[config.mk]
export PLATFORM = sky130hd
export DESIGN_NAME = sm_compare
export DESIGN_NICKNAME = d
export VERILOG_FILES = /design/src/rtl/cmp_pkg.sv /design/src/rtl/cmp_mag_unit.sv /design/src/rtl/cmp_sign_ctrl.sv /design/src/rtl/sm_cmp_datapath.sv /design/src/rtl/sm_compare.sv
export SDC_FILE = /design/constraint.sdc
export NUM_CORES = 1
export LEC_CHECK = 0
export ABC_CLOCK_PERIOD_IN_PS = 1450
export BUFFER_PORTS_ARGS = -buffer_cell sky130_fd_sc_hd__buf_2
export CAP_MARGIN = 20
export CORE_AREA = 2 2 39 41
export DETAILED_ROUTE_END_ITERATION = 6
export DIE_AREA = 0 0 41 43
export RECOVER_POWER = 100
export SLEW_MARGIN = 10
export SYNTH_ARGS = -nofsm -noshare
export SYNTH_HDL_FRONTEND = slang
export SYNTH_SLANG_ARGS = --single-unit
[constraint.sdc]
create_clock -name vclk -period 1.45
set_input_delay 0.2175 -clock vclk [all_inputs]
set_output_delay 0.2175 -clock vclk [all_outputs]
set_load 0.02 [all_outputs]
[src/rtl/cmp_pkg.sv]
package cmp_pkg;

  typedef enum logic {
    FMT_SIGN_MAG = 1'b0,
    FMT_TWOS     = 1'b1
  } fmt_e;

  // Strobes from the sign control to the result datapath.
  typedef struct packed {
    logic forceGt;    // signs differ, X is the non-negative one
    logic forceLt;    // signs differ, X is the negative one
    logic swapSense;  // both negative in sign-magnitude: reverse raw result
  } fix_strobe_t;

  localparam int MAG_ARCH_RIPPLE = 0;
  localparam int MAG_ARCH_TREE   = 1;

endpackage

[src/rtl/cmp_mag_unit.sv]
module cmp_mag_unit
  import cmp_pkg::*;
#(
  parameter int MAG_W    = 7,
  parameter int MAG_ARCH = MAG_ARCH_TREE
) (
  input  logic [MAG_W-1:0] magX,
  input  logic [MAG_W-1:0] magY,
  output logic             magGt,
  output logic             magLt
);

  generate
    if (MAG_ARCH == MAG_ARCH_RIPPLE) begin : g_ripple
      // Chain from the MSB down; the first differing bit decides.
      logic [MAG_W:0] gChain;
      logic [MAG_W:0] lChain;
      assign gChain[MAG_W] = 1'b0;
      assign lChain[MAG_W] = 1'b0;
      for (genvar i = MAG_W - 1; i >= 0; i--) begin : g_bit
        assign gChain[i] = gChain[i+1] | (~lChain[i+1] & magX[i] & ~magY[i]);
        assign lChain[i] = lChain[i+1] | (~gChain[i+1] & ~magX[i] & magY[i]);
      end
      assign magGt = gChain[0];
      assign magLt = lChain[0];
    end else begin : g_tree
      localparam int LEVELS = (MAG_W > 1) ? $clog2(MAG_W) : 0;
      localparam int PAD_W  = 1 << LEVELS;
      logic [LEVELS:0][PAD_W-1:0] gLvl;
      logic [LEVELS:0][PAD_W-1:0] lLvl;

      for (genvar i = 0; i < PAD_W; i++) begin : g_leaf
        if (i < MAG_W) begin : g_real
          assign gLvl[0][i] = magX[i] & ~magY[i];
          assign lLvl[0][i] = ~magX[i] & magY[i];
        end else begin : g_pad
          assign gLvl[0][i] = 1'b0;
          assign lLvl[0][i] = 1'b0;
        end
      end

      for (genvar k = 0; k < LEVELS; k++) begin : g_level
        for (genvar j = 0; j < PAD_W; j++) begin : g_node
          if (j < (PAD_W >> (k + 1))) begin : g_merge
            // upper half (2j+1) dominates unless it reports equal
            assign gLvl[k+1][j] = gLvl[k][2*j+1] | (~lLvl[k][2*j+1] & gLvl[k][2*j]);
            assign lLvl[k+1][j] = lLvl[k][2*j+1] | (~gLvl[k][2*j+1] & lLvl[k][2*j]);
          end else begin : g_idle
            assign gLvl[k+1][j] = 1'b0;
            assign lLvl[k+1][j] = 1'b0;
          end
        end
      end

      assign magGt = gLvl[LEVELS][0];
      assign magLt = lLvl[LEVELS][0];
    end
  endgenerate

endmodule

[src/rtl/cmp_sign_ctrl.sv]
module cmp_sign_ctrl
  import cmp_pkg::*;
(
  input  logic        signX,
  input  logic        signY,
  input  fmt_e        fmt,
  output fix_strobe_t strobe
);

  always_comb begin
    strobe = '0;
    if (signX != signY) begin
      // Same rule in both formats: the non-negative word is larger.
      strobe.forceGt = ~signX;
      strobe.forceLt = signX;
    end else if (signX && (fmt == FMT_SIGN_MAG)) begin
      strobe.swapSense = 1'b1;
    end
  end

endmodule

[src/rtl/sm_cmp_datapath.sv]
module sm_cmp_datapath
  import cmp_pkg::*;
#(
  parameter int MAG_W    = 7,
  parameter int MAG_ARCH = MAG_ARCH_TREE
) (
  input  logic [MAG_W-1:0] magX,
  input  logic [MAG_W-1:0] magY,
  input  fix_strobe_t      strobe,
  output logic             greater,
  output logic             less
);

  logic rawGt;
  logic rawLt;

  cmp_mag_unit #(
    .MAG_W   (MAG_W),
    .MAG_ARCH(MAG_ARCH)
  ) u_mag (
    .magX (magX),
    .magY (magY),
    .magGt(rawGt),
    .magLt(rawLt)
  );

  always_comb begin
    if (strobe.forceGt) begin
      greater = 1'b1;
      less    = 1'b0;
    end else if (strobe.forceLt) begin
      greater = 1'b0;
      less    = 1'b1;
    end else if (strobe.swapSense) begin
      greater = rawLt;
      less    = rawGt;
    end else begin
      greater = rawGt;
      less    = rawLt;
    end
  end

endmodule

[src/rtl/sm_compare.sv]
module sm_compare
  import cmp_pkg::*;
#(
  parameter int WIDTH    = 8,
  parameter int MAG_ARCH = MAG_ARCH_TREE
) (
  input  logic [WIDTH-1:0] opX,
  input  logic [WIDTH-1:0] opY,
  input  logic             fmtTwos,
  output logic             isGreater,
  output logic             isLess
);

  localparam int MAG_W = WIDTH - 1;

  fix_strobe_t strobe;
  fmt_e        fmtSel;

  assign fmtSel = fmt_e'(fmtTwos);

  cmp_sign_ctrl u_ctrl (
    .signX (opX[WIDTH-1]),
    .signY (opY[WIDTH-1]),
    .fmt   (fmtSel),
    .strobe(strobe)
  );

  sm_cmp_datapath #(
    .MAG_W   (MAG_W),
    .MAG_ARCH(MAG_ARCH)
  ) u_dp (
    .magX   (opX[MAG_W-1:0]),
    .magY   (opY[MAG_W-1:0]),
    .strobe (strobe),
    .greater(isGreater),
    .less   (isLess)
  );

endmodule

# Yosys cells after proc, flatten, opt, wreduce, memory -nomap -nowiden
# Cells that the tools add are included.
# W data, S select, Z words.
dict set report totals {
  wordCells 77
  ff_bits 0
  in_bits 17
}
dict set report classes {
  muxes 9
  reduce_logical 1
  bitwise_logic 66
  eq_ne 1
}
# cell count
set op_table {}
lappend op_table {{$not A1 Y1} 28}
lappend op_table {{$and A1 B1 Y1} 26}
lappend op_table {{$or A1 B1 Y1} 12}
lappend op_table {{$mux W1} 8}
lappend op_table {{$mux W2} 1}
lappend op_table {{$logic_and A1 B1 Y1} 1}
lappend op_table {{$ne A1 B1 Y1} 1}

# Longest topological paths before layout
dict set report logic_depth {
  depth_word 13
  ltp_mapped 5
  depth_no_buf 5
}

# Cells and area by module
# From an unflattened synthesis, not the netlist that was laid out.
dict set report hier_totals {
  hier_cells 33
  hier_area_um2 241.5
}
# mod cells_each n_inst area_per_inst_um2 seq_area_each_um2
set by_module_without_submodules {}
lappend by_module_without_submodules {cmp_mag_unit 23 1 163.9 0.0}
lappend by_module_without_submodules {cmp_sign_ctrl 5 1 41.3 0.0}
lappend by_module_without_submodules {sm_cmp_datapath 5 1 36.3 0.0}

# Worst setup path before layout
# Ideal clock, no wire load.
dict set report synth_path {
  path_kind {in2out}
  start {input opX[0]}
  end {output isLess}
  arrival_time_ps 1357
  stages 5
  path_slack_ps -125
  required_time_ps 1233
  path_cell_list {nand2b_1 > maj3_2 > nor3_2 > o21bai_1 > a211oi_2}
}
dict set report synth_via {
  elab_chain_cells 11
  word_cells_on_any_way 18
}
# element line_no
set synth_rtl {}
lappend synth_rtl {{start: declaration} sm_compare.sv:7} ;# input logic [WIDTH-1:0] opX,
lappend synth_rtl {{$not A1 Y1} cmp_mag_unit.sv:35} ;# assign lLvl[0][i] = ~magX[i] & magY[i];
lappend synth_rtl {{$and A1 B1 Y1} cmp_mag_unit.sv:35}
lappend synth_rtl {{$and A1 B1 Y1} cmp_mag_unit.sv:47} ;# assign lLvl[k+1][j] = lLvl[k][2*j+1] | (~gLvl[k][2*j+1] & lLvl[k][2*j]);
lappend synth_rtl {{$or A1 B1 Y1} cmp_mag_unit.sv:47}
lappend synth_rtl {{$and A1 B1 Y1} cmp_mag_unit.sv:47}
lappend synth_rtl {{$or A1 B1 Y1} cmp_mag_unit.sv:47}
lappend synth_rtl {{$and A1 B1 Y1} cmp_mag_unit.sv:47}
lappend synth_rtl {{$or A1 B1 Y1} cmp_mag_unit.sv:47}
lappend synth_rtl {{$mux W1 *} sm_cmp_datapath.sv:34} ;# end else if (strobe.swapSense) begin
lappend synth_rtl {{$mux W1 *} sm_cmp_datapath.sv:31} ;# end else if (strobe.forceLt) begin
lappend synth_rtl {{$mux W1 *} sm_cmp_datapath.sv:28} ;# if (strobe.forceGt) begin
lappend synth_rtl {{end: declaration} sm_compare.sv:11} ;# output logic isLess
# Mark *: on every way between the ends. The rest lies on a longest branch, timed or not.

# Worst setup path after layout
dict set report layout_path {
  start {input opX[2]}
  end {output isGreater}
}
dict set report layout_via {
  elab_chain_cells 12
  word_cells_on_any_way 20
}
# element line_no
set layout_rtl {}
lappend layout_rtl {{$not A1 Y1} cmp_mag_unit.sv:35}
lappend layout_rtl {{$and A1 B1 Y1} cmp_mag_unit.sv:35}
lappend layout_rtl {{$and A1 B1 Y1} cmp_mag_unit.sv:47}
lappend layout_rtl {{$or A1 B1 Y1} cmp_mag_unit.sv:47}
lappend layout_rtl {{$not A1 Y1} cmp_mag_unit.sv:46} ;# assign gLvl[k+1][j] = gLvl[k][2*j+1] | (~lLvl[k][2*j+1] & gLvl[k][2*j]);
lappend layout_rtl {{$and A1 B1 Y1} cmp_mag_unit.sv:46}
lappend layout_rtl {{$or A1 B1 Y1} cmp_mag_unit.sv:46}
lappend layout_rtl {{$and A1 B1 Y1} cmp_mag_unit.sv:46}
lappend layout_rtl {{$or A1 B1 Y1} cmp_mag_unit.sv:46}
lappend layout_rtl {{$mux W1 *} sm_cmp_datapath.sv:34}
lappend layout_rtl {{$mux W1 *} sm_cmp_datapath.sv:31}
lappend layout_rtl {{$mux W1 *} sm_cmp_datapath.sv:28}
lappend layout_rtl {{end: declaration} sm_compare.sv:10} ;# output logic isGreater,
# Marked as above.

==> results by group <==
STA
  • Final Hold Fails: 0
  • Fmax: between 500 and 600 MHz
  • Crit path time final: 1.71 ns
  • Setup repair after global routing missed its margin: true
  • Max-slew violations: 0
  • Minimum setup slack in the final design: -0.259 ns
  • Relative slew margins: a little over four fifths
  • Period utilization: 118%
  • Finish-stage setup viols: 2
  • Slew of the pin with the lowest slew margin: 0.235 ns

Global route
  • Initial antenna violation count: 0
  • Total congestion overflow: 0
  • Global-route wire length before repair: approximately 940 um
  • Largest net degree at the start of global routing: 6
  • Number of global-route vias before repair: 257
  • Total routing resource utilization after global routing: 6.90%

Clocking
  • Number of buffers inserted for hold repair after clock tree synthesis: 0
  • Buffers inserted during post-CTS setup optimization: 0

Critical path
  • Required @ worst endpoint: 1.23 ns
  • Kind of start point of the critical path: primary input
  • Capturing element type of the critical path: output port
  • Kind of cell with the highest combined delay on the critical path: compound AO/OA/AOI/OAI gates
  • Critical Path Max Stage Delay: 0.32 ns
  • Critical setup path kind: primary input to output port
  • Critical-path top delay cell: sky130_fd_sc_hd__maj3_2
  • Arrival time of the worst setup path: approximately 1.5 ns
  • Peak fanout along the critical path: 3
  • Series of cell instances along the critical path: buf_6 > nand2b_4 > maj3_2 > a211o_1 > a21oi_2 > o221ai_4 > buf_6
  • Critical Path Most Common Cell: sky130_fd_sc_hd__buf_6
  • Crit path buffers/inverters: 2

Logic synthesis
  • Warnings from Yosys: 0
  • Fraction of synthesized cell area taken by the top area cell type: between 10% and 20%
  • Cell with the most instances after synthesis: sky130_fd_sc_hd__nand2b_1
  • Proportion of synthesized chip area in sequential cells: 0%
  • Mapped cell area: 263 um2
  • Post-synthesis net count: 52
  • Count of cell types in the netlist: 21
  • Post-synthesis cell count: 35
  • Average cell area after synthesis: 7.51 um2
  • List of most frequent post-synthesis cells: 6 x sky130_fd_sc_hd__nand2b_1, 4 x sky130_fd_sc_hd__maj3_2, 3 x sky130_fd_sc_hd__nor2b_1
  • Biggest area contributors in the synthesized netlist: sky130_fd_sc_hd__maj3_2 17%, sky130_fd_sc_hd__nand2b_1 14%, sky130_fd_sc_hd__o221ai_2 11%, sky130_fd_sc_hd__nor2b_1 7.1%, sky130_fd_sc_hd__a211oi_2 4.8%
  • Library cell with the largest summed area after synthesis: sky130_fd_sc_hd__maj3_2

Power
  • P_leak: about 0.19 nW
  • Worst supply voltage drop on vdd: about 0.12 mV
  • Power Total: between 0.15 and 0.2 mW
  • Power per cell area: 348 nW/um2

Route
  • Vias per cell: 4.47
  • Routed wirelength normalized by instance count: 8.94 um
  • Final wirelength: 626 um
  • Vias: 313
  • TritonRoute pass-1 iters: 2
  • Number of routed nets with antenna violations: 0
  • Number of remaining DRC errors: 0
  • Initial drt markers: 1

Outcome
  • Violations in the final reports: setup timing
  • Outcome: finished with violations

Floorplan
  • Horizontal die dimension: just over 40 um
  • Die boundary height: roughly 43 um
  • Initial Utilization: a little under a fifth
  • Site Rows: 14
  • I/O pin total: 19
  • Die outline area: 1760 um2
  • Core area: approximately 1400 um2

Finish
  • Fraction of layout cells with a size suffix above 1: 63.0%
  • Sequential cell count: 0
  • Final instance area: 440 um2
  • Number of nets in the layout: 73
  • Layout clock buffers: 0
  • Final Non-Filler Cells: 70
  • N_diodes: 0
  • Area of all sequential standard cells: 0 um2
  • Area growth from synthesis to layout: 67.6%

Placement
  • GP Congestion: ~0.66
  • Port bufs: 19
  • Worst slack at placement: -0.283 ns
  • Number of cells in the design after placement: 70
  • Placed inst area: 404 um2

Job
  • Number of max-capacitance violations reported: 0

Worst hold path
  • Hold/Removal Path Class: primary input to output port
==> through the flow <==
step | TNS [ns] | hold WS (ns) | util (%)
after floorplan | -0.101 | 0.556 | -
after CTS | -0.518 | 0.808 | 31.4
after global placement | -0.532 | 0.805 | 29.2
after detailed placement | -0.542 | 0.807 | 29.2
final | -0.490 | 0.789 | 31.8
after global routing | -0.637 | 0.807 | 31.8
==> tightest hold or removal path, cell delays in order <==
cell	delay [ns]
sky130_fd_sc_hd__buf_2	0.11
sky130_fd_sc_hd__o221ai_4	0.10
sky130_fd_sc_hd__buf_6	0.14
==> report_power, final <==
part | switching, mW | internal (mW) | total (mW)
Clock | 0 | 0 | 0
Sequential | 0 | 0 | 0
Combinational | 0.0756 | 0.0777 | 0.153
Total | 0.0756 | 0.0777 | 0.153
==> worst paths after layout <==
check	start	to	cells past startpoint
worst min-delay path	opX[7]	isGreater	3
worst max-delay path	opX[2]	isGreater	7
==> cells in the final DEF (no fill, tap or decap) <==
master,synthesis,routed
sky130_fd_sc_hd__inv_1,2,2
sky130_fd_sc_hd__or3b_4,0,1
sky130_fd_sc_hd__maj3_2,4,4
sky130_fd_sc_hd__nand3b_1,1,1
sky130_fd_sc_hd__clkinv_1,1,1
sky130_fd_sc_hd__nand4_4,0,1
sky130_fd_sc_hd__nor3_1,1,1
sky130_fd_sc_hd__o21a_1,1,1
sky130_fd_sc_hd__nand2_1,2,2
sky130_fd_sc_hd__nor2b_1,3,2
sky130_fd_sc_hd__inv_2,1,1
sky130_fd_sc_hd__buf_2,0,16
sky130_fd_sc_hd__nand2b_1,6,5
sky130_fd_sc_hd__a21oi_2,1,2
sky130_fd_sc_hd__o221ai_4,0,1
sky130_fd_sc_hd__nand2b_4,0,1
sky130_fd_sc_hd__nand4_1,1,1
sky130_fd_sc_hd__buf_4,0,1
sky130_fd_sc_hd__o221ai_2,2,1
sky130_fd_sc_hd__a21oi_1,2,1
sky130_fd_sc_hd__nor3_4,0,1
sky130_fd_sc_hd__a211oi_2,1,1
sky130_fd_sc_hd__nor2_1,1,1
sky130_fd_sc_hd__o21bai_1,1,1
sky130_fd_sc_hd__buf_6,0,2
sky130_fd_sc_hd__a211o_1,1,1
sky130_fd_sc_hd__nor2b_4,0,1
==> layer usage <==
layer	global-route usage [%]	wire [um]
met1	9.84	265
met4	0	0
met5	0	0
met3	0	53
met2	11.9	307
==> cell type report <==
class,instances,area [um2]
tap,16,20.0
inverter,4,15.0
fill,152,943
multi-input combinational,31,295
timing repair buffer,19,110
==> cell families (layout without fill, tap and decap cells) <==
group / Yosys count / count (layout) / synth area share (%)
AND/OR/NAND/NOR: 18 / 18 / 44.8
adder cells (fa/ha/maj): 4 / 4 / 17.1
buffers and inverters: 4 / 23 / 5.71
AO/OA/AOI/OAI: 9 / 9 / 32.4
==> repair_timing <==
item,4_1_cts,5_1_grt
endpoints found under the hold margin,0,0
pin swaps,5,1
setup endpoints to repair,2,2
gates resized for setup,6,2
Note: power is estimated with default switching activity, not from simulation.
